## src/rtl/bxmon_pkg.sv

```systemverilog
package bxmon_pkg;

    typedef enum logic [1:0] {
        ST_ARMED    = 2'd0,
        ST_COUNTING = 2'd1,
        ST_HOLD     = 2'd2
    } orbit_state_t;

    localparam int EV_MIS   = 0;
    localparam int EV_EARLY = 1;
    localparam int EV_LATE  = 2;
    localparam int EV_UF    = 3;
    localparam int NUM_EV   = 4;

endpackage

```

## src/rtl/bxmon_sat_cnt.sv

```systemverilog
module bxmon_sat_cnt #(
    parameter int WIDTH = 4
) (
    input  logic             clk,
    input  logic             rst_n,
    input  logic             clr_i,
    input  logic             inc_i,
    output logic [WIDTH-1:0] q_o
);
    localparam logic [WIDTH-1:0] MAX_VAL = '1;

    always_ff @(posedge clk or negedge rst_n) begin
        if (!rst_n) begin
            q_o <= '0;
        end else if (clr_i) begin
            q_o <= '0;
        end else if (inc_i && q_o != MAX_VAL) begin
            q_o <= q_o + 1'b1;
        end
    end
endmodule

```

## src/rtl/bxmon_orbit_fsm.sv

```systemverilog
module bxmon_orbit_fsm
    import bxmon_pkg::*;
#(
    parameter int ORBIT_LEN = 3564,
    parameter int CNT_W     = $clog2(ORBIT_LEN + 1)
) (
    input  logic             clk,
    input  logic             rst_n,
    input  logic             marker_i,
    input  logic             resync_i,
    output logic [CNT_W-1:0] cnt_o,
    output logic             early_o,
    output logic             late_o
);
    localparam logic [CNT_W-1:0] PRESET   = CNT_W'(ORBIT_LEN);
    localparam logic [CNT_W-1:0] LAST_CNT = CNT_W'(ORBIT_LEN - 1);

    orbit_state_t     state_q, state_d;
    logic [CNT_W-1:0] cnt_q, cnt_d;

    // state register
    always_ff @(posedge clk or negedge rst_n) begin
        if (!rst_n) begin
            state_q <= ST_ARMED;
            cnt_q   <= PRESET;
        end else begin
            state_q <= state_d;
            cnt_q   <= cnt_d;
        end
    end

    // next state, counter and event outputs
    always_comb begin
        state_d = state_q;
        cnt_d   = cnt_q;
        early_o = 1'b0;
        late_o  = 1'b0;
        if (resync_i) begin
            state_d = ST_ARMED;
            cnt_d   = PRESET;
        end else begin
            unique case (state_q)
                ST_ARMED: begin
                    if (marker_i) begin
                        state_d = ST_COUNTING;
                        cnt_d   = '0;
                    end
                end
                ST_COUNTING: begin
                    if (marker_i) begin
                        cnt_d   = '0;
                        early_o = (cnt_q != LAST_CNT);
                    end else if (cnt_q == LAST_CNT) begin
                        state_d = ST_HOLD;
                        cnt_d   = PRESET;
                    end else begin
                        cnt_d = cnt_q + 1'b1;
                    end
                end
                ST_HOLD: begin
                    if (marker_i) begin
                        state_d = ST_COUNTING;
                        cnt_d   = '0;
                        late_o  = 1'b1;
                    end
                end
                default: begin
                    state_d = ST_ARMED;
                    cnt_d   = PRESET;
                end
            endcase
        end
    end

    assign cnt_o = cnt_q;
endmodule

```

## src/rtl/bx_orbit_monitor.sv

```systemverilog
module bx_orbit_monitor
    import bxmon_pkg::*;
#(
    parameter int ORBIT_LEN = 3564,
    parameter int ERR_W     = 4,
    parameter int UF_W      = 3,
    parameter int CNT_W     = $clog2(ORBIT_LEN + 1),
    parameter int STAT_W    = 1 + UF_W + 3 * ERR_W
) (
    input  logic              clk,
    input  logic              rst_n,
    input  logic              marker_i,
    input  logic              valid_i,
    input  logic              bx0_i,
    input  logic              rd_empty_i,
    input  logic              resync_i,
    input  logic              soft_rst_i,
    input  logic              clr_i,
    input  logic              uf_en_i,
    output logic [CNT_W-1:0]  bx_cnt_o,
    output logic [STAT_W-1:0] status_o,
    output logic              oos_o
);
    localparam int MAX_W = (ERR_W > UF_W) ? ERR_W : UF_W;

    logic              early_evt, late_evt, clr_any;
    logic [NUM_EV-1:0] ev;
    logic [MAX_W-1:0]  err_q [NUM_EV];

    bxmon_orbit_fsm #(
        .ORBIT_LEN (ORBIT_LEN),
        .CNT_W     (CNT_W)
    ) u_fsm (
        .clk      (clk),
        .rst_n    (rst_n),
        .marker_i (marker_i),
        .resync_i (resync_i),
        .cnt_o    (bx_cnt_o),
        .early_o  (early_evt),
        .late_o   (late_evt)
    );

    assign clr_any       = soft_rst_i | clr_i | resync_i;
    assign ev[EV_MIS]    = valid_i & (bx0_i ^ bx_cnt_o[0]);
    assign ev[EV_EARLY]  = early_evt;
    assign ev[EV_LATE]   = late_evt;
    assign ev[EV_UF]     = rd_empty_i;

    for (genvar i = 0; i < NUM_EV; i++) begin : g_err
        localparam int W = (i == EV_UF) ? UF_W : ERR_W;
        bxmon_sat_cnt #(.WIDTH(W)) u_cnt (
            .clk   (clk),
            .rst_n (rst_n),
            .clr_i (clr_any),
            .inc_i (ev[i]),
            .q_o   (err_q[i][W-1:0])
        );
        if (W < MAX_W) begin : g_pad
            assign err_q[i][MAX_W-1:W] = '0;
        end
    end

    assign status_o = {uf_en_i,
                       err_q[EV_UF][UF_W-1:0],
                       err_q[EV_LATE][ERR_W-1:0],
                       err_q[EV_EARLY][ERR_W-1:0],
                       err_q[EV_MIS][ERR_W-1:0]};

    assign oos_o = uf_en_i & (|err_q[EV_UF][UF_W-1:0]);
endmodule

```

## config.mk

```make
export PLATFORM = sky130hd
export DESIGN_NAME = bx_orbit_monitor
export DESIGN_NICKNAME = d
export VERILOG_FILES = /design/src/rtl/bxmon_pkg.sv /design/src/rtl/bxmon_sat_cnt.sv /design/src/rtl/bxmon_orbit_fsm.sv /design/src/rtl/bx_orbit_monitor.sv
export SDC_FILE = /design/constraint.sdc
export NUM_CORES = 1
export LEC_CHECK = 0
export ABC_AREA = 1
export CAP_MARGIN = 30
export CORE_ASPECT_RATIO = 1.2
export CORE_MARGIN = 5
export CORE_UTILIZATION = 25
export CTS_CLUSTER_SIZE = 24
export DETAILED_ROUTE_END_ITERATION = 12
export HOLD_SLACK_MARGIN = 0.08
export PLACE_DENSITY = 0.54
export RECOVER_POWER = 50
export SYNTH_ARGS = -nofsm -noshare
export SYNTH_HDL_FRONTEND = slang
export SYNTH_SLANG_ARGS = --single-unit
```

## constraint.sdc

```tcl
create_clock -name clk -period 1.19 [get_ports clk]
set_input_delay 0.119 -clock clk [delete_from_list [all_inputs] [get_ports clk]]
set_output_delay 0.119 -clock clk [all_outputs]
set_load 0.05 [all_outputs]
```

== Yosys cells after proc, flatten, opt, wreduce, memory -nomap -nowiden ==
Cells that the tools add are included.

* Bits in registers: 29
* Output and inout port bits: 29
* Word-level logic and storage cells: 63

* Eq/ne operators: 11
* Muxes and demuxes: 24
* Bitwise logic cells: 5
* Add/subtract/negate cells: 5
* Reductions and logical operators: 12

{| class="wikitable"
|+ Operators with widths
! operator !! number
|-
| 12-bit 2-to-1 mux || 4
|-
| 4-bit 2-to-1 mux || 6
|-
| 12-bit case mux with 2 select lines || 1
|-
| 12-bit by 1-bit adder with 12-bit output, second input constant || 1
|-
| 4-bit by 1-bit adder with 4-bit output, second input constant || 3
|-
| 12-bit equality test, second input constant || 1
|-
| 12-bit != test, second input constant || 1
|-
| 4-bit != test, second input constant || 3
|-
| 2-bit 2-to-1 mux || 4
|-
| 2-bit nonzero test || 4
|-
| 1-bit 2-to-1 mux || 6
|-
| 3-bit 2-to-1 mux || 2
|-
| 3-bit != test, second input constant || 2
|-
| 1-bit logical AND || 4
|-
| 2-bit case mux with 2 select lines || 1
|-
| 3-bit by 1-bit adder with 3-bit output, second input constant || 1
|-
| 3-bit by 1-bit != test with 1-bit output, second input constant || 1
|-
| 3-bit by 2-bit != test with 1-bit output, second input constant || 1
|-
| 3-bit AND reduction || 1
|-
| 3-bit OR reduction || 1
|-
| 1-bit AND || 2
|-
| 2-bit by 1-bit equality test with 1-bit output, second input constant || 1
|-
| 2-bit equality test, second input constant || 1
|-
| 2-bit zero test || 1
|-
| other kinds (3) || 4
|}

== Logic depth before layout (Yosys ltp) ==
Gate-level depths: netlist (run 1).

* Word-level depth: 7
* Gate-level depth with buffers: 9

== Cells and area by module ==
Synthesis (run 1) repeated with hierarchy kept, for this count alone.

* Cells, all modules: 247
* Area, all modules: 1803.0 µm²

{| class="wikitable"
|+ Modules (own cells, without submodules)
! module !! instances !! cells an instance !! area each (µm²) !! sequential area each (µm²)
|-
| bxmon_orbit_fsm || 1 || 128 || 918.4 || 360.3
|-
| bxmon_sat_cnt (g_err[0].u_cnt ...) || 3 || 29 || 222.7 || 100.1
|-
| bxmon_sat_cnt (g_err[3].u_cnt) || 1 || 20 || 166.4 || 75.1
|-
| bx_orbit_monitor || 1 || 12 || 50.0 || 0.0
|}

== Worst setup path before layout (run 1) ==
No wires, ideal clock.

* Kind: flip-flop to output port
* Start point: register g_err[3].u_cnt.q_o[0]
* End point: output oos_o
* Arrival time: 2106 ps
* Stages on the path, launching flop included: 4
* Path buffers: 0
* Slack: -1035 ps
* Path through: dfrtp_1 > inv_1 > ha_1 > a21boi_0

* Cells in the longest elaborated chain, start to end: 2

{| class="wikitable"
|+ RTL lines
! element !! RTL line !! RTL
|-
| start, declared || bxmon_sat_cnt.sv:8 || <nowiki>output logic [WIDTH-1:0] q_o</nowiki>
|-
| start signal, assigned || bxmon_sat_cnt.sv:18 || <nowiki>q_o <= q_o + 1'b1;</nowiki>
|-
| 3-bit OR reduction || bx_orbit_monitor.sv:69 || <nowiki>assign oos_o = uf_en_i & (|err_q[EV_UF][UF_W-1:0]);</nowiki>
|-
| 1-bit AND || bx_orbit_monitor.sv:69 ||
|-
| end, declared || bx_orbit_monitor.sv:22 || <nowiki>output logic oos_o</nowiki>
|}

Every way passes these cells.

== Worst setup path after layout (run 1) ==
* Start point: register u_fsm.cnt_q[3], in the netlist u_fsm.cnt_o[3]
* End point: output bx_cnt_o[3]

{| class="wikitable"
|+ RTL lines
! element !! RTL line !! RTL
|-
| start, declared || bxmon_orbit_fsm.sv:19 || <nowiki>logic [CNT_W-1:0] cnt_q, cnt_d;</nowiki>
|-
| start signal, assigned || bxmon_orbit_fsm.sv:28 || <nowiki>cnt_q <= cnt_d;</nowiki>
|-
| end, declared || bx_orbit_monitor.sv:20 || <nowiki>output logic [CNT_W-1:0] bx_cnt_o,</nowiki>
|}

No word-level cell between the ends.

==> flow_summary.json, run 1 <==
{
  "worst_pin_slew_ps": 785,
  "dp_hpwl_um": 3710,
  "synth_area_um2": 1780,
  "worst_slack_ps": -186,
  "crit_chain": "buf_4, buf_6, buf_12",
  "cellPowerDensity_nw_per_um2": 1580,
  "synth.distinct_cells": 29,
  "drt_iter0_markers": 55,
  "dp_cells": 401,
  "fillCellCount": 614,
  "grt_max_degree": 30,
  "antenna_found_initial": 0,
  "synthTopCellsByArea": "dfrtp_1 30%, dfstp_2 12%, nand2_1 11%",
  "design_area_um2": 3580,
  "crit_fanout": 4,
  "fin_crit_sh": 1.16,
  "async_flop_share": 1.00,
  "end_kind": "primary output",
  "htree_num_levels": 2,
  "setup_viol": 33,
  "yosysMostFrequentCell": "nand2_1",
  "cts_inserted_buffers": 5,
  "seqPwrFrac": 0.267,
  "io_buffer_count": 38,
  "gr-usage-all-layers": 0.122,
  "p_switching_mw": 2.31,
  "hold_viol_final": 0,
  "critPathRequiredTime_ps": 1070,
  "start_util": 0.257,
  "io_pins": 39,
  "p_leak_nw": 1.58,
  "path_clk_slew_ps": 70,
  "yosysWarnings": 0,
  "fin_util": 0.519,
  "rows": 33,
  "yosysSeqAreaShare": 0.414,
  "crit_slowest_cell": "dfstp_4",
  "start_kind": "flip-flop",
  "die_h_um": 102,
  "netlist_instances": 231,
  "finalPower_mw": 5.66,
  "skew_ps": 9.32,
  "synth_top_cell_by_area": "dfrtp_1",
  "period_needed_ps": 1380,
  "hp-class": "input pin to asynchronous set/reset pin",
  "synth_flop_cell": "dfrtp_1",
  "gr-total-overflow": 0,
  "layout-drive-gt1-share": 0.625,
  "synth_nets": 248,
  "rsz0062_at_grt": "yes",
  "internal_power_mw": 3.35,
  "slew_viol_final": 0,
  "ys_top_cells_by_count": "54 x nand2_1, 34 x nor2_1, 25 x inv_1, 23 x nand3_1, 21 x dfrtp_1",
  "drt-total-wl_um": 5100,
  "failed_checks": "setup timing",
  "viasPerCell": 4.43,
  "gp_congestion": 0.825,
  "grt_pass1_wl_um": 8670,
  "arrival_ps": 1260,
  "p_comb_frac": 0.591,
  "hold_ws_ps": 452,
  "fmax_ghz": 0.727,
  "remaining_drc_errors": 0,
  "dieArea_um2": 8890,
  "outcome": "finished with violations",
  "synth_edf_count": 0,
  "p_sw_frac": 0.408,
  "clock_path_buffers": 2,
  "synth-seq-cells": 29,
  "clkPwrFrac": 0.142,
  "multi_input_area_um2": 1280,
  "drt_first_pass_iters": 4,
  "die_x_um": 86.9,
  "yosys.area.top_type_share": 0.296,
  "vdd_drop_max_v": 0.00134,
  "area_delta_synth_final_pct": 102,
  "cap_violations": 0,
  "grt_pass1_vias": 1932,
  "post_dp_cell_area_um2": 3060,
  "pre_cts_ws_ps": -328,
  "regArea_um2": 763,
  "final_nets": 357,
  "insertion_delay_ps": 290,
  "cts.sinks": 29,
  "wl_per_cell_um": 11.9,
  "antenna_cells": 0,
  "critPathKind": "flip-flop to primary output",
  "slowest_delay_ps": 650,
  "root_buffer": "clkbuf_8",
  "ant_nets": 0,
  "core_um2": 6900,
  "syn_avg_cell_area_um2": 7.69,
  "tns_ps": -3300,
  "fin_cells": 428,
  "cts_tree": "yes",
  "vias": 1896,
  "relSlewSlack": 0.477
}
sequential cells by signal, summed over array words and instances, names as in the netlist:
name,cells
u_fsm.cnt_o,12
u_fsm.state_q,2
g_err.u_cnt.q_o,15
cells in the final DEF, fill, tap and decap left out, drive strengths merged, types with 2 or more instances in the layout:
| cell | instances |
|---|---|
| nor2 | 38 |
| nor3 | 2 |
| ha | 7 |
| inv | 27 |
| a21oi | 13 |
| xor2 | 8 |
| nand3 | 25 |
| clkbuf | 6 |
| dfstp | 8 |
| nand2 | 60 |
| buf | 94 |
| nand4 | 2 |
| o21ai | 11 |
| clkinv | 2 |
| dfrtp | 21 |
| a211oi | 2 |
| clkdlybuf4s50 | 7 |
power groups by stage:
stage	Sequential (mW)	Combinational (mW)	Clock [mW]
final	1.51	3.35	0.804
after global routing	1.54	3.56	0.855
after CTS	1.51	3.08	0.836
after detailed placement	1.50	2.74	0
after global placement	1.49	2.72	0
after floorplan	2.08	0.757	0
area by class of cell:
class                      instances  share of cell area
multi-input combinational        173               0.358
timing repair buffer             104               0.344
sequential                        29               0.213
clock inverter                     3             0.00490
inverter                          27              0.0304
clock buffer                       5              0.0192
tap                               87              0.0304
what timing repair did:
| action | in CTS | in global routing |
|---|---|---|
| endpoints found under the setup margin | 38 | 42 |
| pin swaps | 18 | 28 |
| hold buffers | 0 | 0 |
| gates resized for setup | 51 | 39 |
| setup buffers | 10 | 10 |
routing by layer:
layer / wire [um] / up-vias / share of wire / global-route usage
met2: 2870 / 34 / 0.56 / 0.226
li1: - / 960 / - / -
met1: 1990 / 896 / 0.39 / 0.135
met4: 49 / 0 / 0.0096 / 0.0396
met3: 190 / 6 / 0.037 / 0.0298
met5: 0 / - / 0 / 0
final timing paths:
path | startpoint | to | slack, ps | cells past startpoint
min reg2reg | g_err[1].u_cnt.q_o[3]$_DFFE_PN0P_ | g_err[1].u_cnt.q_o[3]$_DFFE_PN0P_ | 560 | 2
min | rst_n | g_err[1].u_cnt.q_o[2]$_DFFE_PN0P_ | 450 | 2
max | u_fsm.cnt_o[3]$_DFFE_PN1P_ | bx_cnt_o[3] | -190 | 3
max reg2reg | u_fsm.cnt_o[2]$_DFFE_PN1P_ | u_fsm.cnt_o[9]$_DFFE_PN0P_ | -170 | 6
min in group clk | resync_i | g_err[0].u_cnt.q_o[0]$_DFFE_PN0P_ | 460 | 4
max in group asynchronous | rst_n | g_err[0].u_cnt.q_o[1]$_DFFE_PN0P_ | 190 | 2
cell families after synthesis:
| logic type | Yosys count | share of synthesized area |
|---|---|---|
| adder cells (fa/ha/maj) | 7 | 0.0493 |
| AND/OR/NAND/NOR | 129 | 0.335 |
| AO/OA/AOI/OAI | 29 | 0.0930 |
| buffers and inverters | 29 | 0.0691 |
| XOR/XNOR | 8 | 0.0395 |
| flip-flops | 29 | 0.414 |
worst max-delay path, delay by kind of cell, from the launching register on:
family	cells	cell delay, ps
buf+inv	3	330
flops	1	650
No activity file was read; power rests on OpenSTA's default activity.
==> run 2: changes to the inputs <==
--- a/config.mk
+++ b/config.mk
@@ -15,6 +15,7 @@
 export HOLD_SLACK_MARGIN = 0.08
 export PLACE_DENSITY = 0.54
 export RECOVER_POWER = 50
+export SKIP_CTS_REPAIR_TIMING = 1
 export SYNTH_ARGS = -nofsm -noshare
 export SYNTH_HDL_FRONTEND = slang
 export SYNTH_SLANG_ARGS = --single-unit
==> run 2 against run 1 <==
Against the previous run:
- the run still ends with setup timing left
- final cell count decreased by 0.93%
- core utilization decreased by 1.1 points
- sequential share of layout area grew 0.48 points
- clock-buffer cell count is the same
- die area stayed put
- total power fell by 2.5%
- first-iteration DRC count is 16% lower
- global-route usage shrank 0.60 points
- routed wire length increased by 0.67%
- non-clock buffer count is 4 lower
- sequential power hardly changed
- register-to-register slack got worse by 20 ps
- critical endpoint is now u_fsm.cnt_o[7]$_DFFE_PN1P_
- largest power group unchanged
==> flow_summary.json, run 2 (synthesis results as in run 1) <==
{
  "dieArea_um2": 8890,
  "rsz0062_at_grt": "yes",
  "layout-drive-gt1-share": 0.608,
  "crit_chain": "buf_6, nand2_4, nor2_4, nand2_2, xor2_1, nand2_1, a21oi_2",
  "io_pins": 39,
  "fillCellCount": 630,
  "mostFrequentLayoutCells": "49 x buf_4, 35 x nand2_1, 29 x buf_12",
  "crit_fanout": 3,
  "p_switching_mw": 2.27,
  "crit_end": "u_fsm.cnt_o[7]$_DFFE_PN1P_",
  "hp-class": "input pin to flip-flop",
  "outcome": "finished with violations",
  "setup_viol": 34,
  "fin_crit_sh": 1.16,
  "p_sw_frac": 0.411,
  "cts_tree": "yes",
  "regArea_um2": 763,
  "viasPerCell": 4.44,
  "vdd_drop_max_v": 0.00144,
  "r2r_cells": 7,
  "rows": 33,
  "worst_slack_ps": -193,
  "cts_inserted_buffers": 5,
  "remaining_drc_errors": 0,
  "htree_num_levels": 2,
  "pre_cts_ws_ps": -328,
  "fmax_ghz": 0.723,
  "grt_max_degree": 30,
  "grt_pass1_wl_um": 8200,
  "cts.sinks": 29,
  "ant_nets": 0,
  "gp_congestion": 0.825,
  "cellPowerDensity_nw_per_um2": 1580,
  "largest_register": "g_err.u_cnt.q_o",
  "rrSetupSlack_ps": -190,
  "rr_startpoint": "u_fsm.cnt_o[5]$_DFFE_PN1P_",
  "insertion_delay_ps": 290,
  "path_clk_slew_ps": 70,
  "crit_slowest_cell": "dfstp_4",
  "p_comb_frac": 0.583,
  "mostFrequentLayoutCell": "buf_4",
  "dp_hpwl_um": 3710,
  "drt_first_pass_iters": 4,
  "worst_pin_slew_ps": 770,
  "worstHoldStart": "resync_i",
  "die_x_um": 86.9,
  "failed_checks": "setup timing",
  "final_nets": 353,
  "period_needed_ps": 1380,
  "gr-usage-all-layers": 0.116,
  "root_buffer": "clkbuf_8",
  "fin_util": 0.508,
  "wl_per_cell_um": 12.1,
  "arrival_ps": 1600,
  "critPathRequiredTime_ps": 1410,
  "slew_viol_final": 0,
  "clock_path_buffers": 2,
  "relSlewSlack": 0.486,
  "end_kind": "flip-flop",
  "grt_pass1_vias": 1787,
  "largest_reg_flops": 15,
  "antenna_cells": 0,
  "timing.critical_path.from": "u_fsm.cnt_o[5]$_DFFE_PN1P_",
  "hold_viol_final": 0,
  "internal_power_mw": 3.25,
  "antenna_found_initial": 0,
  "critPathKind": "flip-flop to flip-flop",
  "start_kind": "flip-flop",
  "die_h_um": 102,
  "seqPwrFrac": 0.272,
  "drt_iter0_markers": 46,
  "start_util": 0.257,
  "vias": 1881,
  "p_leak_nw": 1.57,
  "core_um2": 6900,
  "gr-total-overflow": 0,
  "rr_endpoint": "u_fsm.cnt_o[7]$_DFFE_PN1P_",
  "multi_input_area_um2": 1250,
  "cap_violations": 0,
  "skew_ps": 6.96,
  "io_buffer_count": 38,
  "clkPwrFrac": 0.146,
  "drt-total-wl_um": 5130,
  "area_delta_synth_final_pct": 97.1,
  "slowest_delay_ps": 640
}
[run 2: cell count changes in the layout (fill, tap and decap cells not counted), sizes merged]
cell	previous run	this run
buf	94	90
dlygate4sd2	1	0
dlymetal6s2s	0	1
[run 2: critical path, delay by kind of cell (launching register included)]
family                 cells  cell delay (ps)
XOR/XNOR                   1              150
AO/OA/AOI/OAI              1              130
buffers and inverters      1              110
AND/OR/NAND/NOR            4              280
flip-flops                 1              640
[run 2: metal layers]
layer,vias to the layer above,routed length [um],track usage
met5,-,0,0
met4,0,79,0.0360
met3,8,206,0.0298
met2,36,2860,0.214
met1,879,1990,0.129
li1,958,-,-
[run 2: per-stage QoR]
stage / hold slack [ps] / std cells / cell area (um^2) / power, mW / TNS (ps)
6_report: 310 / 424 / 3500 / 5.52 / -3340
5_1_grt: 348 / 424 / 3500 / 5.81 / -5730
4_1_cts: 201 / 409 / 3140 / 5.06 / -4880
3_5_place_dp: 511 / 401 / 3060 / 4.24 / -7110
3_3_place_gp: 510 / 401 / 3060 / 4.21 / -6750
2_1_floorplan: -177 / 231 / 1930 / 2.83 / -4730
[run 2: how the worst min path moves through the flow]
stage | to | slack [ps] | cells past startpoint
after floorplan | g_err[0].u_cnt.q_o[0]$_DFFE_PN0P_ | -180 | 0
after global placement | u_fsm.cnt_o[0]$_DFFE_PN0P_ | 510 | 2
after CTS | g_err[1].u_cnt.q_o[2]$_DFFE_PN0P_ | 200 | 2
final | u_fsm.cnt_o[1]$_DFFE_PN0P_ | 310 | 3
after detailed placement | u_fsm.cnt_o[9]$_DFFE_PN0P_ | 510 | 2
after global routing | u_fsm.cnt_o[1]$_DFFE_PN0P_ | 350 | 3
[run 2: cell type report]
cell class                      count  area share
Inverter                           27      0.0304
Tap cell                           87      0.0311
Timing Repair Buffer              100       0.338
Sequential cell                    29       0.218
Clock buffer                        5      0.0197
Clock inverter                      3     0.00501
Multi-Input combinational cell    173       0.358
[run 2: power by group through the flow]
| stage | registers (mW) | logic [mW] | clock network [mW] |
|---|---|---|---|
| floorplan | 2.08 | 0.757 | 0 |
| finish | 1.50 | 3.22 | 0.804 |
| global route | 1.53 | 3.42 | 0.855 |
| detailed placement | 1.50 | 2.74 | 0 |
| global placement | 1.49 | 2.72 | 0 |
| CTS | 1.48 | 2.75 | 0.836 |
==> run 3: changes to the inputs <==
--- a/config.mk
+++ b/config.mk
@@ -6,6 +6,7 @@
 export NUM_CORES = 1
 export LEC_CHECK = 0
 export ABC_AREA = 1
+export ABC_CLOCK_PERIOD_IN_PS = 1190
 export CAP_MARGIN = 30
 export CORE_ASPECT_RATIO = 1.2
 export CORE_MARGIN = 5
==> results of run 3 <==
Final layout, timing and power as in run 2 (identical DEF).
